### src/rtl/flash_poll_pkg.sv
package flash_poll_pkg;
  typedef enum logic [1:0] {
    OP_PROG  = 2'b00,
    OP_ERASE = 2'b01,
    OP_NONE  = 2'b10,
    OP_RESET = 2'b11
  } op_e;

  typedef enum logic [2:0] {
    ST_IDLE,
    ST_PROG,
    ST_PROG_PROT,
    ST_ERASE,
    ST_ERASE_PROT,
    ST_SUSP,
    ST_SUSP_PROG
  } state_e;
endpackage

### src/rtl/flash_poll_array.sv
module flash_poll_array #(
  parameter int ADDR_W = 6,
  parameter int SECT_W = 2
) (
  input  logic                    clk_i,
  input  logic                    rst_ni,
  input  logic                    wr_en_i,
  input  logic [ADDR_W-1:0]       wr_addr_i,
  input  logic [7:0]              wr_data_i,
  input  logic                    ers_en_i,
  input  logic [(1<<SECT_W)-1:0]  ers_mask_i,
  input  logic [ADDR_W-1:0]       rd_addr_i,
  output logic [7:0]              rd_byte_o
);
  localparam int DEPTH    = 1 << ADDR_W;
  localparam int SECT_OFF = ADDR_W - SECT_W;

  logic [7:0] mem_q [DEPTH];

  always_ff @(posedge clk_i or negedge rst_ni) begin
    if (!rst_ni) begin
      for (int i = 0; i < DEPTH; i++) mem_q[i] <= 8'hFF;
    end else begin
      if (wr_en_i) mem_q[wr_addr_i] <= wr_data_i;
      for (int i = 0; i < DEPTH; i++) begin
        if (ers_en_i && ers_mask_i[SECT_W'(i >> SECT_OFF)]) mem_q[i] <= 8'hFF;
      end
    end
  end

  assign rd_byte_o = mem_q[rd_addr_i];

  assert_wr_ers_excl_R3: assert property (@(posedge clk_i) disable iff (!rst_ni)
    wr_en_i |-> !ers_en_i);

  assert_wr_lands_R2: assert property (@(posedge clk_i) disable iff (!rst_ni)
    wr_en_i |=> mem_q[$past(wr_addr_i)] == $past(wr_data_i));
endmodule

### src/rtl/flash_poll_timer.sv
module flash_poll_timer #(
  parameter int WIN_PROG  = 250,
  parameter int WIN_ERASE = 12500,
  parameter int TMO_CYC   = 16384
) (
  input  logic clk_i,
  input  logic rst_ni,
  input  logic start_i,
  input  logic win_run_i,
  input  logic win_long_i,
  input  logic tmo_run_i,
  output logic win_end_o,
  output logic tmo_hit_o
);
  localparam int WIN_MAX = (WIN_ERASE > WIN_PROG) ? WIN_ERASE : WIN_PROG;
  localparam int WIN_W   = $clog2(WIN_MAX + 1);
  localparam int TMO_W   = $clog2(TMO_CYC + 1);

  logic [WIN_W-1:0] win_cnt_q, win_lim;
  logic [TMO_W-1:0] tmo_cnt_q;

  assign win_lim   = win_long_i ? WIN_W'(WIN_ERASE - 1) : WIN_W'(WIN_PROG - 1);
  assign win_end_o = win_run_i && (win_cnt_q == win_lim);
  assign tmo_hit_o = tmo_run_i && (tmo_cnt_q == TMO_W'(TMO_CYC - 1));

  always_ff @(posedge clk_i or negedge rst_ni) begin
    if (!rst_ni) begin
      win_cnt_q <= '0;
      tmo_cnt_q <= '0;
    end else if (start_i) begin
      win_cnt_q <= '0;
      tmo_cnt_q <= '0;
    end else begin
      if (win_run_i) win_cnt_q <= win_cnt_q + 1'b1;
      if (tmo_run_i) tmo_cnt_q <= tmo_cnt_q + 1'b1;
    end
  end

  // window never runs past its limit (protected program R6, protected erase R7)
  assert_win_bound_R6: assert property (@(posedge clk_i) disable iff (!rst_ni)
    win_run_i |-> win_cnt_q <= win_lim);

  assert_tmo_bound_R9: assert property (@(posedge clk_i) disable iff (!rst_ni)
    tmo_run_i |-> tmo_cnt_q <= TMO_W'(TMO_CYC - 1));
endmodule

### src/rtl/flash_poll_ctrl.sv
module flash_poll_ctrl
  import flash_poll_pkg::*;
#(
  parameter int ADDR_W = 6,
  parameter int SECT_W = 2
) (
  input  logic                    clk_i,
  input  logic                    rst_ni,
  input  logic                    cmd_done_i,
  input  logic [1:0]              cmd_op_i,
  input  logic [ADDR_W-1:0]       cmd_addr_i,
  input  logic [7:0]              cmd_data_i,
  input  logic [(1<<SECT_W)-1:0]  cmd_mask_i,
  input  logic [(1<<SECT_W)-1:0]  prot_mask_i,
  input  logic                    susp_i,
  input  logic                    op_done_i,
  input  logic                    win_end_i,
  input  logic                    tmo_hit_i,
  output state_e                  state_o,
  output logic                    to_flag_o,
  output logic [ADDR_W-1:0]       tgt_addr_o,
  output logic [7:0]              tgt_data_o,
  output logic [(1<<SECT_W)-1:0]  sel_mask_o,
  output logic [(1<<SECT_W)-1:0]  ers_mask_o,
  output logic                    wr_en_o,
  output logic                    ers_en_o,
  output logic                    tstart_o,
  output logic                    win_run_o,
  output logic                    win_long_o,
  output logic                    tmo_run_o
);
  localparam int NSECT = 1 << SECT_W;

  state_e            st_q, st_d;
  logic              to_q, to_set, to_clr;
  logic [ADDR_W-1:0] addr_q;
  logic [7:0]        data_q;
  logic [NSECT-1:0]  sel_q, live_q;
  logic              load_prog, load_ers;
  op_e               op;
  logic              prog_prot, is_reset;
  logic [NSECT-1:0]  live_d;

  assign op        = op_e'(cmd_op_i);
  assign prog_prot = prot_mask_i[cmd_addr_i[ADDR_W-1 -: SECT_W]];
  assign live_d    = cmd_mask_i & ~prot_mask_i;
  assign is_reset  = cmd_done_i && (op == OP_RESET);

  always_comb begin
    st_d      = st_q;
    load_prog = 1'b0;
    load_ers  = 1'b0;
    wr_en_o   = 1'b0;
    ers_en_o  = 1'b0;
    to_set    = 1'b0;
    to_clr    = 1'b0;
    unique case (st_q)
      ST_IDLE: begin
        if (cmd_done_i && op == OP_PROG) begin
          load_prog = 1'b1;
          st_d      = prog_prot ? ST_PROG_PROT : ST_PROG;
        end else if (cmd_done_i && op == OP_ERASE && |cmd_mask_i) begin
          load_ers = 1'b1;
          st_d     = (live_d == '0) ? ST_ERASE_PROT : ST_ERASE;
        end
      end
      ST_PROG, ST_SUSP_PROG: begin
        if (to_q) begin
          if (is_reset) begin
            to_clr = 1'b1;
            st_d   = ST_IDLE;
          end
        end else if (op_done_i) begin
          wr_en_o = 1'b1;
          st_d    = (st_q == ST_PROG) ? ST_IDLE : ST_SUSP;
        end else if (tmo_hit_i) begin
          to_set = 1'b1;
        end
      end
      ST_ERASE: begin
        if (to_q) begin
          if (is_reset) begin
            to_clr = 1'b1;
            st_d   = ST_IDLE;
          end
        end else if (op_done_i) begin
          // completion outranks a suspend arriving in the same cycle
          ers_en_o = 1'b1;
          st_d     = ST_IDLE;
        end else if (susp_i) begin
          st_d = ST_SUSP;
        end else if (tmo_hit_i) begin
          to_set = 1'b1;
        end
      end
      ST_SUSP: begin
        if (!susp_i) begin
          st_d = ST_ERASE;
        end else if (cmd_done_i && op == OP_PROG && !prog_prot) begin
          load_prog = 1'b1;
          st_d      = ST_SUSP_PROG;
        end
      end
      ST_PROG_PROT, ST_ERASE_PROT: begin
        if (win_end_i) st_d = ST_IDLE;
      end
      default: st_d = ST_IDLE;
    endcase
  end

  always_ff @(posedge clk_i or negedge rst_ni) begin
    if (!rst_ni) begin
      st_q   <= ST_IDLE;
      to_q   <= 1'b0;
      addr_q <= '0;
      data_q <= '0;
      sel_q  <= '0;
      live_q <= '0;
    end else begin
      st_q <= st_d;
      if (to_set) to_q <= 1'b1;
      else if (to_clr) to_q <= 1'b0;
      if (load_prog) begin
        addr_q <= cmd_addr_i;
        data_q <= cmd_data_i;
      end
      if (load_ers) begin
        sel_q  <= cmd_mask_i;
        live_q <= live_d;
      end
    end
  end

  assign state_o    = st_q;
  assign to_flag_o  = to_q;
  assign tgt_addr_o = addr_q;
  assign tgt_data_o = data_q;
  assign sel_mask_o = sel_q;
  assign ers_mask_o = live_q;
  assign tstart_o   = (st_d != st_q);
  assign win_run_o  = (st_q == ST_PROG_PROT) || (st_q == ST_ERASE_PROT);
  assign win_long_o = (st_q == ST_ERASE_PROT);
  assign tmo_run_o  = !to_q && ((st_q == ST_PROG) || (st_q == ST_ERASE) ||
                                (st_q == ST_SUSP_PROG));

  assert_prog_start_R1: assert property (@(posedge clk_i) disable iff (!rst_ni)
    (st_q == ST_IDLE && cmd_done_i && op == OP_PROG && !prog_prot)
      |=> (st_q == ST_PROG) && (addr_q == $past(cmd_addr_i)));

  assert_resume_R4: assert property (@(posedge clk_i) disable iff (!rst_ni)
    (st_q == ST_SUSP && !susp_i) |=> st_q == ST_ERASE);

  assert_to_sticky_R9: assert property (@(posedge clk_i) disable iff (!rst_ni)
    (to_q && !is_reset) |=> to_q);

  assert_to_busy_R9: assert property (@(posedge clk_i) disable iff (!rst_ni)
    to_q |-> st_q != ST_IDLE);

  assert_busy_ignore_R10: assert property (@(posedge clk_i) disable iff (!rst_ni)
    (st_q != ST_IDLE && cmd_done_i && op == OP_ERASE) |=> $stable(sel_q));
endmodule

### src/rtl/flash_poll_status.sv
module flash_poll_status
  import flash_poll_pkg::*;
#(
  parameter int ADDR_W  = 6,
  parameter int SECT_W  = 2,
  parameter int CLK_MHZ = 125,
  parameter int TMO_CYC = 16384
) (
  input  logic                    clk_i,
  input  logic                    rst_ni,
  input  logic                    cmd_done_i,
  input  logic [1:0]              cmd_op_i,
  input  logic [ADDR_W-1:0]       cmd_addr_i,
  input  logic [7:0]              cmd_data_i,
  input  logic [(1<<SECT_W)-1:0]  cmd_mask_i,
  input  logic [(1<<SECT_W)-1:0]  prot_mask_i,
  input  logic                    susp_i,
  input  logic                    op_done_i,
  input  logic                    rd_i,
  input  logic [ADDR_W-1:0]       rd_addr_i,
  output logic [7:0]              rd_data_o
);
  localparam int NSECT     = 1 << SECT_W;
  localparam int WIN_PROG  = 2 * CLK_MHZ;
  localparam int WIN_ERASE = 100 * CLK_MHZ;

  state_e            st;
  logic              to_flag, wr_en, ers_en, tstart;
  logic              win_run, win_long, tmo_run, win_end, tmo_hit;
  logic [ADDR_W-1:0] tgt_addr;
  logic [7:0]        tgt_data, arr_byte;
  logic [NSECT-1:0]  sel_mask, ers_mask;

  flash_poll_ctrl #(.ADDR_W(ADDR_W), .SECT_W(SECT_W)) u_ctrl (
    .clk_i, .rst_ni, .cmd_done_i, .cmd_op_i, .cmd_addr_i, .cmd_data_i,
    .cmd_mask_i, .prot_mask_i, .susp_i, .op_done_i,
    .win_end_i (win_end),
    .tmo_hit_i (tmo_hit),
    .state_o   (st),
    .to_flag_o (to_flag),
    .tgt_addr_o(tgt_addr),
    .tgt_data_o(tgt_data),
    .sel_mask_o(sel_mask),
    .ers_mask_o(ers_mask),
    .wr_en_o   (wr_en),
    .ers_en_o  (ers_en),
    .tstart_o  (tstart),
    .win_run_o (win_run),
    .win_long_o(win_long),
    .tmo_run_o (tmo_run)
  );

  flash_poll_timer #(.WIN_PROG(WIN_PROG), .WIN_ERASE(WIN_ERASE), .TMO_CYC(TMO_CYC)) u_timer (
    .clk_i, .rst_ni,
    .start_i   (tstart),
    .win_run_i (win_run),
    .win_long_i(win_long),
    .tmo_run_i (tmo_run),
    .win_end_o (win_end),
    .tmo_hit_o (tmo_hit)
  );

  flash_poll_array #(.ADDR_W(ADDR_W), .SECT_W(SECT_W)) u_array (
    .clk_i, .rst_ni,
    .wr_en_i   (wr_en),
    .wr_addr_i (tgt_addr),
    .wr_data_i (tgt_data),
    .ers_en_i  (ers_en),
    .ers_mask_i(ers_mask),
    .rd_addr_i,
    .rd_byte_o (arr_byte)
  );

  logic             va, b7;
  logic             in_sel;
  logic [7:0]       status;

  assign in_sel = sel_mask[rd_addr_i[ADDR_W-1 -: SECT_W]];

  always_comb begin
    va = 1'b0;
    b7 = 1'b0;
    unique case (st)
      ST_PROG, ST_PROG_PROT, ST_SUSP_PROG: begin
        va = (rd_addr_i == tgt_addr);
        b7 = ~tgt_data[7];
      end
      ST_ERASE, ST_ERASE_PROT: begin
        va = in_sel;
        b7 = 1'b0;
      end
      ST_SUSP: begin
        va = in_sel;
        b7 = 1'b1;
      end
      default: ;
    endcase
  end

  assign status    = {b7, 1'b0, to_flag, 5'b0};
  assign rd_data_o = !rd_i ? 8'h00 : (va ? status : arr_byte);

  // a pure array read may never carry the overrun bit into the idle state
  assert_idle_clean_R11: assert property (@(posedge clk_i) disable iff (!rst_ni)
    (st == ST_IDLE) |-> !to_flag);
endmodule

### config.mk
export PLATFORM = sky130hd
export DESIGN_NAME = flash_poll_status
export DESIGN_NICKNAME = d
export VERILOG_FILES = /design/src/rtl/flash_poll_pkg.sv /design/src/rtl/flash_poll_array.sv /design/src/rtl/flash_poll_timer.sv /design/src/rtl/flash_poll_ctrl.sv /design/src/rtl/flash_poll_status.sv
export SDC_FILE = /design/constraint.sdc
export NUM_CORES = 1
export LEC_CHECK = 0
export BUFFER_PORTS_ARGS = -buffer_cell sky130_fd_sc_hd__buf_2
export CAP_MARGIN = 20
export CORE_MARGIN = 2
export CORE_UTILIZATION = 45
export CTS_BUF_LIST = sky130_fd_sc_hd__clkbuf_4 sky130_fd_sc_hd__clkbuf_8
export DETAILED_ROUTE_END_ITERATION = 10
export SLEW_MARGIN = 20
export SYNTH_ARGS = -nofsm -noshare
export SYNTH_HDL_FRONTEND = slang
export SYNTH_HIERARCHICAL = 1
export SYNTH_SLANG_ARGS = --single-unit
### constraint.sdc
create_clock -name clk_i -period 4.94 [get_ports clk_i]
set_clock_uncertainty 0.05 [all_clocks]
set_input_delay 0 -clock clk_i [delete_from_list [all_inputs] [get_ports clk_i]]
set_output_delay 0 -clock clk_i [all_outputs]
set_load 0.005 [all_outputs]
# Word level (Yosys, flattened, before mapping)
# Index checks and enable logic that the tools add are counted.
# W data, S select, Z words.
# word_totals
register_bits	565
latch_bits	0
ramBits	0
mem_bits_ro	0
input_bits	36
out_inout_bits	8
wordCells	216
memories	0
# op_classes
n_addsub	2
multipliers	0
div_mod_pow	0
n_lt_le_gt_ge	5
eq_ne	12
shift	0
n_mux	90
n_bitwise	5
reduce_logical	30
# op_table
operator	count
$bwmux W512	1
$mux W512	1
$mux W8	37
$bmux W8 S6	1
$demux W8 S6	1
$mux W14	3
$mux W3	13
$mux W15	2
$mux W1	23
$add A15 B1 Y15 const B	1
$eq A15 B14 Y1 const B	1
$pmux W3 S5	1
$add A14 B1 Y14 const B	1
$eq A14 B14 Y1	1
$ge A7 B7 Y1 const B	2
$not A6 Y7	2
$logic_and A1 B1 Y1	11
$reduce_bool A2 Y1	5
$eq A3 B3 Y1 const B	3
$reduce_or A3 Y1	3
$pmux W1 S2	4
$lt A7 B1 Y1 const B	1
$eq A3 B2 Y1 const B	2
$eq A6 B6 Y1	1
other kinds (17)	23

# Logic depth before layout (Yosys ltp)
# Gate-level depths: netlist of run 1.
# depth
word_depth	11
mapped_depth	16
mapped_depth_nobuf	13

# Hierarchy
# Netlist of run 1, hierarchy kept.
# by_module_without_submodules
mod	instances	cells_each	area_each_um2	seq_area_each_um2
flash_poll_array	1	2061	24693.7	13452.9
flash_poll_timer	1	164	1577.8	725.7
flash_poll_ctrl	1	118	1336.3	650.6
flash_poll_status	1	30	239.0	0.0

# Worst setup path after synthesis of run 1
# Ideal clock, no wire load.
# synth_path
kind	register to register
start	reg u_ctrl.st_q[1] (netlist: u_ctrl/state_o[1])
end	reg u_timer.tmo_cnt_q[0]
setup_time_ns	0.132
arrival_ns	3.447
required_time_ns	4.758
path_slack_ns	1.311
stages_incl_launch_ff	17
n_path_buf	4
synth_period_minus_slack_ns	3.629
cell_sequence	dfrtp_1 > clkbuf_1 > nand2b_1 > a21oi_1 > buf_4 > or4b_1 > or4_1 > a21oi_2 > nor2_1 > a21oi_1 > o21ai_0 > a221o_1 > xnor2_1 > nand4_1 > clkbuf_1 > clkbuf_1 > nor2_1
# synth_between
word_cells_on_any_way	32
classes_between	8 x eq/ne; 15 x mux; 9 x reduce/logical
# synth_lines
element	line_no	text
start: declaration	flash_poll_ctrl.sv:34	state_e st_q, st_d;
start signal: assignment	flash_poll_ctrl.sv:120	st_q <= st_d;
$eq A3 B2 Y1 / $eq A3 B3 Y1 (equally long branches)	flash_poll_ctrl.sv:141	assign win_run_o = (st_q == ST_PROG_PROT) || (st_q == ST_ERASE_PROT);
$logic_or A1 B1 Y1 *	flash_poll_ctrl.sv:141	
named net win_run	flash_poll_status.sv:29	logic win_run, win_long, tmo_run, win_end, tmo_hit;
$logic_and A1 B1 Y1 *	flash_poll_timer.sv:23	assign win_end_o = win_run_i && (win_cnt_q == win_lim);
named net win_end	flash_poll_status.sv:29	
$mux W3 *	flash_poll_ctrl.sv:105	if (win_end_i) st_d = ST_IDLE;
$pmux W3 S5 *	flash_poll_ctrl.sv:57	unique case (st_q)
named net u_ctrl.st_d[2]	flash_poll_ctrl.sv:34	
$ne A3 B3 Y1 *	flash_poll_ctrl.sv:140	assign tstart_o = (st_d != st_q);
named net tstart	flash_poll_status.sv:28	logic to_flag, wr_en, ers_en, tstart;
$mux W15 / $reduce_bool A2 Y1 (equally long branches)	n/a	
end signal: assignment	flash_poll_timer.sv:35	if (tmo_run_i) tmo_cnt_q <= tmo_cnt_q + 1'b1;
end: declaration	flash_poll_timer.sv:20	logic [TMO_W-1:0] tmo_cnt_q;
# Mark *: on every way through the listed nets, which the timed path passes. The rest lies on a longest branch.
# A chain may end at the register's enable or synchronous reset.

# Worst setup path in the final report of run 1
# layout_path
start	reg u_ctrl.st_q[1] (netlist: u_ctrl/state_o[1])
end	reg u_timer.tmo_cnt_q[10]
# Same word-level chain as after synthesis.

==> results.toml, run 1 <==
[clock_tree]
post-cts-setup-buffers = 0
clkLatencyLatePin_ns = 0.71
cts_buffer_depth = 3
numCtsBuffers = 97
cts-root-buf = "clkbuf_8"
cts_sinks = 565
htreeDepth = 3
clk_pin_slew_ns = 0.06
cts_tree = "done"
ctsResizeCount = 0

[power_and_ir_drop]
ir_worst_vdd_uv = 643.4
power_density_mw_per_mm2 = 518.1
p_leak_uw = 0.01306

[routing]
met3_length_mm = 4.849
drtIter0Drc = 1715
wl_met1_mm = 33.17
vias = 19590
antenna_left = 0
dr.pass1.iters = 6
wl_per_cell_um = 22.72
via_per_inst = 5.918
drc = 0
dr_wl_met2_mm = 35.49
highest_layer = "met4"
postRouteWirelength_mm = 75.20

[timing]
report.final.slew_viol_count = 0
fin_crit_ns = 3.967
layout_setup_ws_ns = 0.9733
clock.fmax_mhz = 252.1
worst_slew_pin_slew_ns = 1.083
rsz0062_at_grt = "false"
maxSlewHeadroom_pct = 27.81
setup_tns_ns = 0
setup_viol = 0
fin_crit_sh_pct = 80.30
hold_viol = 0

[yosys]
synth_warnings = 6
syn_area_per_cell_um2 = 11.72
synth_area_mm2 = 0.02777
synthesis.nets = 2407
syn_inst = 2369

[global_route]
grt_pass1_vias = 20060
grt_usage_pct = 24.02
grt_max_degree = 179
antenna_found_initial = 0
overflow = 0
grt_pass1_wl_mm = 118.9

[critical_path]
crit_type = "flip-flop to flip-flop"
cp.arrival_ns = 4.49
crit_path_end_kind = "flip-flop"
cp-start-kind = "flip-flop"
crit_required_ns = 5.46
crit_fanout = 38

[placed_design]
port_buffers = 43
dp_hpwl_mm = 46.74
dp_slack_ns = 1.029
gp_congestion = 0.8931

[layout]
syn2layout_area_growth_pct = 12.91
fin_util_pct = 51.10
nets = 2478
final_common_cell = "nand2_1"
layout_common_cells = "nand2_1 (581), dfstp_2 (512), mux2_2 (274)"
drive_gt1_share_pct = 47.62
antennaDiodeCount = 0

[floorplanning]
rows = 91
pin_count = 44
start_util_pct = 45.26
core_mm2 = 0.06137
fp.dieArea_mm2 = 0.06372
die_h_um = 252.4
die_w_um = 252.4

[job]
drv_cap = 0

[status]
status = "finished clean"

[worst_hold_path]
min_path_type = "primary input to flip-flop"
## path summary, 6_finish.rpt
check	from	end	slack [ns]	cells past startpoint
worst max register to register	u_ctrl/state_o[1]$_DFF_PN0_	u_timer/tmo_cnt_q[10]$_DFFE_PN0P_	0.97	15
worst max-delay path	u_ctrl/state_o[1]$_DFF_PN0_	u_timer/tmo_cnt_q[10]$_DFFE_PN0P_	0.97	15
max in group asynchronous	rst_ni	u_timer/tmo_cnt_q[8]$_DFFE_PN0P_	3.61	3
worst min-delay path	prot_mask_i[3]	u_ctrl/state_o[0]$_DFF_PN0_	0.09	6
min in group asynchronous	rst_ni	u_array/mem_q[429]$_DFFE_PN1P_	0.12	2
worst min register to register	u_array/mem_q[399]$_DFFE_PN1P_	u_array/mem_q[399]$_DFFE_PN1P_	0.43	2
## routing by layer
| layer | vias up | track usage, % |
|---|---|---|
| li1 | 8578 | - |
| met1 | 10200 | 34.03 |
| met2 | 704 | 37.69 |
| met3 | 108 | 4.377 |
| met4 | 0 | 7.371 |
| met5 | - | 0 |
## power breakdown
group | switching (uW) | total (uW) | internal (uW)
logic | 2200 | 3920 | 1720
clock network | 2000 | 4590 | 2590
registers | 1060 | 7740 | 6680
## sequential cells by signal, indices dropped and copies added, names as in the netlist
signal	flops
u_array/mem_q	512
u_timer/tmo_cnt_q	15
u_ctrl/sel_mask_o	4
u_ctrl/tgt_addr_o	6
u_ctrl/tgt_data_o	8
u_timer/win_cnt_q	14
u_ctrl/to_flag_o	1
u_ctrl/ers_mask_o	2
u_ctrl/state_o	3
## area by class of cell
type	count	area (um2)
Sequential cell	565	14790
Inverter	8	30.03
Clock buffer	151	1916
Fill cell	5252	30010
Timing Repair Buffer	130	1081
Tap cell	790	988.4
Multi-Input combinational cell	1638	12320
Clock inverter	28	231.5
## worst max-delay path, cell delays in order, from the launching register on
cell      delay (ns)
dfrtp_1         0.60
nand2b_1        0.28
a21oi_1         0.15
buf_4           0.18
or4b_1          0.43
or4_1           0.43
a21oi_2         0.15
nor2_1          0.06
a21oi_1         0.12
o21ai_0         0.09
a221o_1         0.30
xnor2_1         0.14
nand4_1         0.10
buf_4           0.34
nor2_1          0.09
mux2_1          0.29
## per-stage QoR
stage,hold WS (ns),total power (uW),area (um2),instances
CTS,0.002469,16310,31350,3310
floorplan,-0.3456,10160,27770,2369
detailed placement,-0.03131,11560,28650,3075
finish,0.09143,16250,31360,3310
global placement,-0.04463,11360,28650,3075
global route,0.1037,17090,31360,3310
## repair_timing
action                     CTS  global route
hold buffers                56             0
setup endpoints to repair    0             0
hold endpoints to repair   126             0
Power figures use the tool's default switching activity.
==> run 2, diff against run 1 <==
ABC_AREA = 1   (was unset)
clock period = 3.3 ns   (was 4.94 ns; I/O delays follow)
==> run 2 against run 1 <==
Compared with the run above: die area rose by 4.3%; cell area rose by 4.6%; sequential cell count did not move; synthesized area rose by 4.4%; clock-buffer cell count rose by 8; utilization rose by 0.080 points; global-route usage rose by 3.5 points; worst hold slack got worse by 0.027 ns.
==> results.toml, run 2 <==
[critical_path]
crit_required_ns = 3.88
slowest_stage = "dlygate4sd3_1"
cp.arrival_ns = 3.57
crit_type = "primary input to flip-flop"
path_delay_family = "buffers and inverters"
critPathBufInv = 7
timing.rr.end = "u_ctrl/to_flag_o$_DFFE_PN0P_"
r2r_start = "u_ctrl/state_o[1]$_DFF_PN0_"
cp_common_cell = "dlygate4sd3_1"
max_stage_delay_ns = 0.61
r2r_slack_ns = 0.39
crit_chain = "dlygate4sd3_1 -> buf_2 -> inv_1 -> nand3_4 -> dlygate4sd3_1 -> inv_1 -> nand2_2 -> o32ai_4 -> nand2_1 -> dlygate4sd3_1 -> o21ai_2 -> dlygate4sd3_1"
reg2reg_depth = 13
crit_path_end_kind = "flip-flop"
crit_fanout = 15
cp-start-kind = "primary input"

[floorplanning]
start_util_pct = 45.23
die_h_um = 257.9
pin_count = 44
fp.dieArea_mm2 = 0.06649
core_mm2 = 0.06412
die_w_um = 257.9
rows = 93

[global_route]
use_met2_pct = 43.14
antenna_found_initial = 1
grt-busiest-layer = "met2"
grtUsageMet3_pct = 4.113
grt_usage_pct = 27.53
grt_pass1_wl_mm = 145.0
overflow = 0
grt_max_degree = 124
grt_util_met1_pct = 38.93
grt_pass1_vias = 24810

[yosys]
syn_inst = 3710
synthesis.nets = 3748
synth_area_mm2 = 0.02900
synth_warnings = 6
syn_area_per_cell_um2 = 7.816

[routing]
postRouteWirelength_mm = 91.23
drc = 0
vias = 25580
drtIter0Drc = 2206
antenna_left = 0
via_per_inst = 5.478
wl_per_cell_um = 19.54
dr.pass1.iters = 6

[placed_design]
port_buffers = 43
gp_congestion = 0.8623
dp_hpwl_mm = 55.74

[layout]
regMostFlops = "u_array/mem_q"
syn2layout_area_growth_pct = 13.15
drive_gt1_share_pct = 23.68
final_common_cell = "nand2_1"
fin_util_pct = 51.18
nets = 3782
layout_common_cells = "nand2_1 (1,190), nand3_1 (600), dfstp_2 (512)"
reg.largest.list = "u_array/mem_q x512, u_timer/tmo_cnt_q x15, u_timer/win_cnt_q x14"
largest_reg_flops = 512

[clock_tree]
cts-root-buf = "clkbuf_8"
cts_tree = "done"
cts_buffer_depth = 3
numCtsBuffers = 99
clkLatencyLatePin_ns = 0.70
clk_pin_slew_ns = 0.06
htreeDepth = 3
post-cts-setup-buffers = 0
cts_sinks = 565

[worst_hold_path]
whs_endpoint = "u_timer/win_cnt_q[2]$_DFFE_PN0P_"
worstHoldStart = "cmd_op_i[0]"
min_path_type = "primary input to flip-flop"
hold-path-cell-count = 10

[status]
status = "finished clean"

[timing]
fin_crit_ns = 2.992
fin_crit_sh_pct = 90.66
setup_viol = 0
rsz0062_at_grt = "false"
setup_tns_ns = 0
hold_ws_ns = 0.06458
worst_slew_pin_slew_ns = 1.101
report.final.slew_viol_count = 0
maxSlewHeadroom_pct = 26.13
clock.fmax_mhz = 334.3
hold_viol = 0

[power_and_ir_drop]
ir_worst_vdd_uv = 463.5
power_density_mw_per_mm2 = 771.6
p_leak_uw = 0.01385

[job]
drv_cap = 0
[run 2: layout make-up]
cell class                 count  area (um2)
inverter                     185       704.4
clock inverter                12       63.81
tap                          855        1070
antenna                        1       2.502
sequential                   565       14780
fill                        6321       31300
clock buffer                 159        1982
timing repair buffer         199        1803
multi-input combinational   2694       12410
[run 2: how the worst max path moves through the flow]
stage	from	end	cells past startpoint
6_report	cmd_op_i[1]	u_ctrl/tgt_data_o[4]$_DFFE_PN0P_	12
5_1_grt	u_ctrl/state_o[1]$_DFF_PN0_	u_timer/win_cnt_q[7]$_DFFE_PN0P_	23
4_1_cts	u_ctrl/state_o[1]$_DFF_PN0_	u_timer/win_cnt_q[1]$_DFFE_PN0P_	22
3_5_place_dp	u_ctrl/state_o[1]$_DFF_PN0_	u_timer/tmo_cnt_q[7]$_DFFE_PN0P_	22
3_3_place_gp	u_ctrl/state_o[1]$_DFF_PN0_	u_timer/tmo_cnt_q[0]$_DFFE_PN0P_	22
2_1_floorplan	u_ctrl/state_o[0]$_DFF_PN0_	u_timer/tmo_cnt_q[0]$_DFFE_PN0P_	24
[run 2: repair_timing]
item                                    in CTS  in global routing
gates resized for setup                      0                  3
endpoints found under the setup margin       0                 23
hold buffers                                65                  0
hold endpoints to repair                   160                  0
[run 2: metrics by stage]
stage	setup WS, ns	area (um2)	cells	power, uW
3_5_place_dp	0.3370	30100	4433	18370
2_1_floorplan	0.5629	29000	3710	15670
5_1_grt	0.01784	32810	4670	26830
6_report	0.3084	32810	4670	25320
4_1_cts	0.3138	32800	4669	25380
3_3_place_gp	0.4504	30100	4433	18210
[run 2: report_power, final]
part	switching, uW	total [uW]	internal (uW)
combinational	4980	7300	2320
sequential	1160	11300	10200
clock	2920	6690	3770
total	9060	25300	16300
[run 2: routing by layer]
| layer | vias to the layer above | wire length [um] |
|---|---|---|
| met5 | - | 0 |
| met4 | 0 | 3051 |
| met3 | 158 | 4976 |
| met2 | 742 | 41550 |
| met1 | 12380 | 41650 |
| li1 | 12310 | - |
[run 2: worst register-to-register path, stage by stage, from the launching register on]
cell and delay, ns:
dfrtp_1 0.42, buf_4 0.17, nand2_1 0.05, nor2_1 0.23, inv_1 0.11, nand2_1 0.10, nand2_1 0.09, inv_1 0.21
nand4_1 0.16, nor2_1 0.19, nand2_1 0.12, nor3_1 0.22, a31o_2 0.20, dlygate4sd3_1 0.54
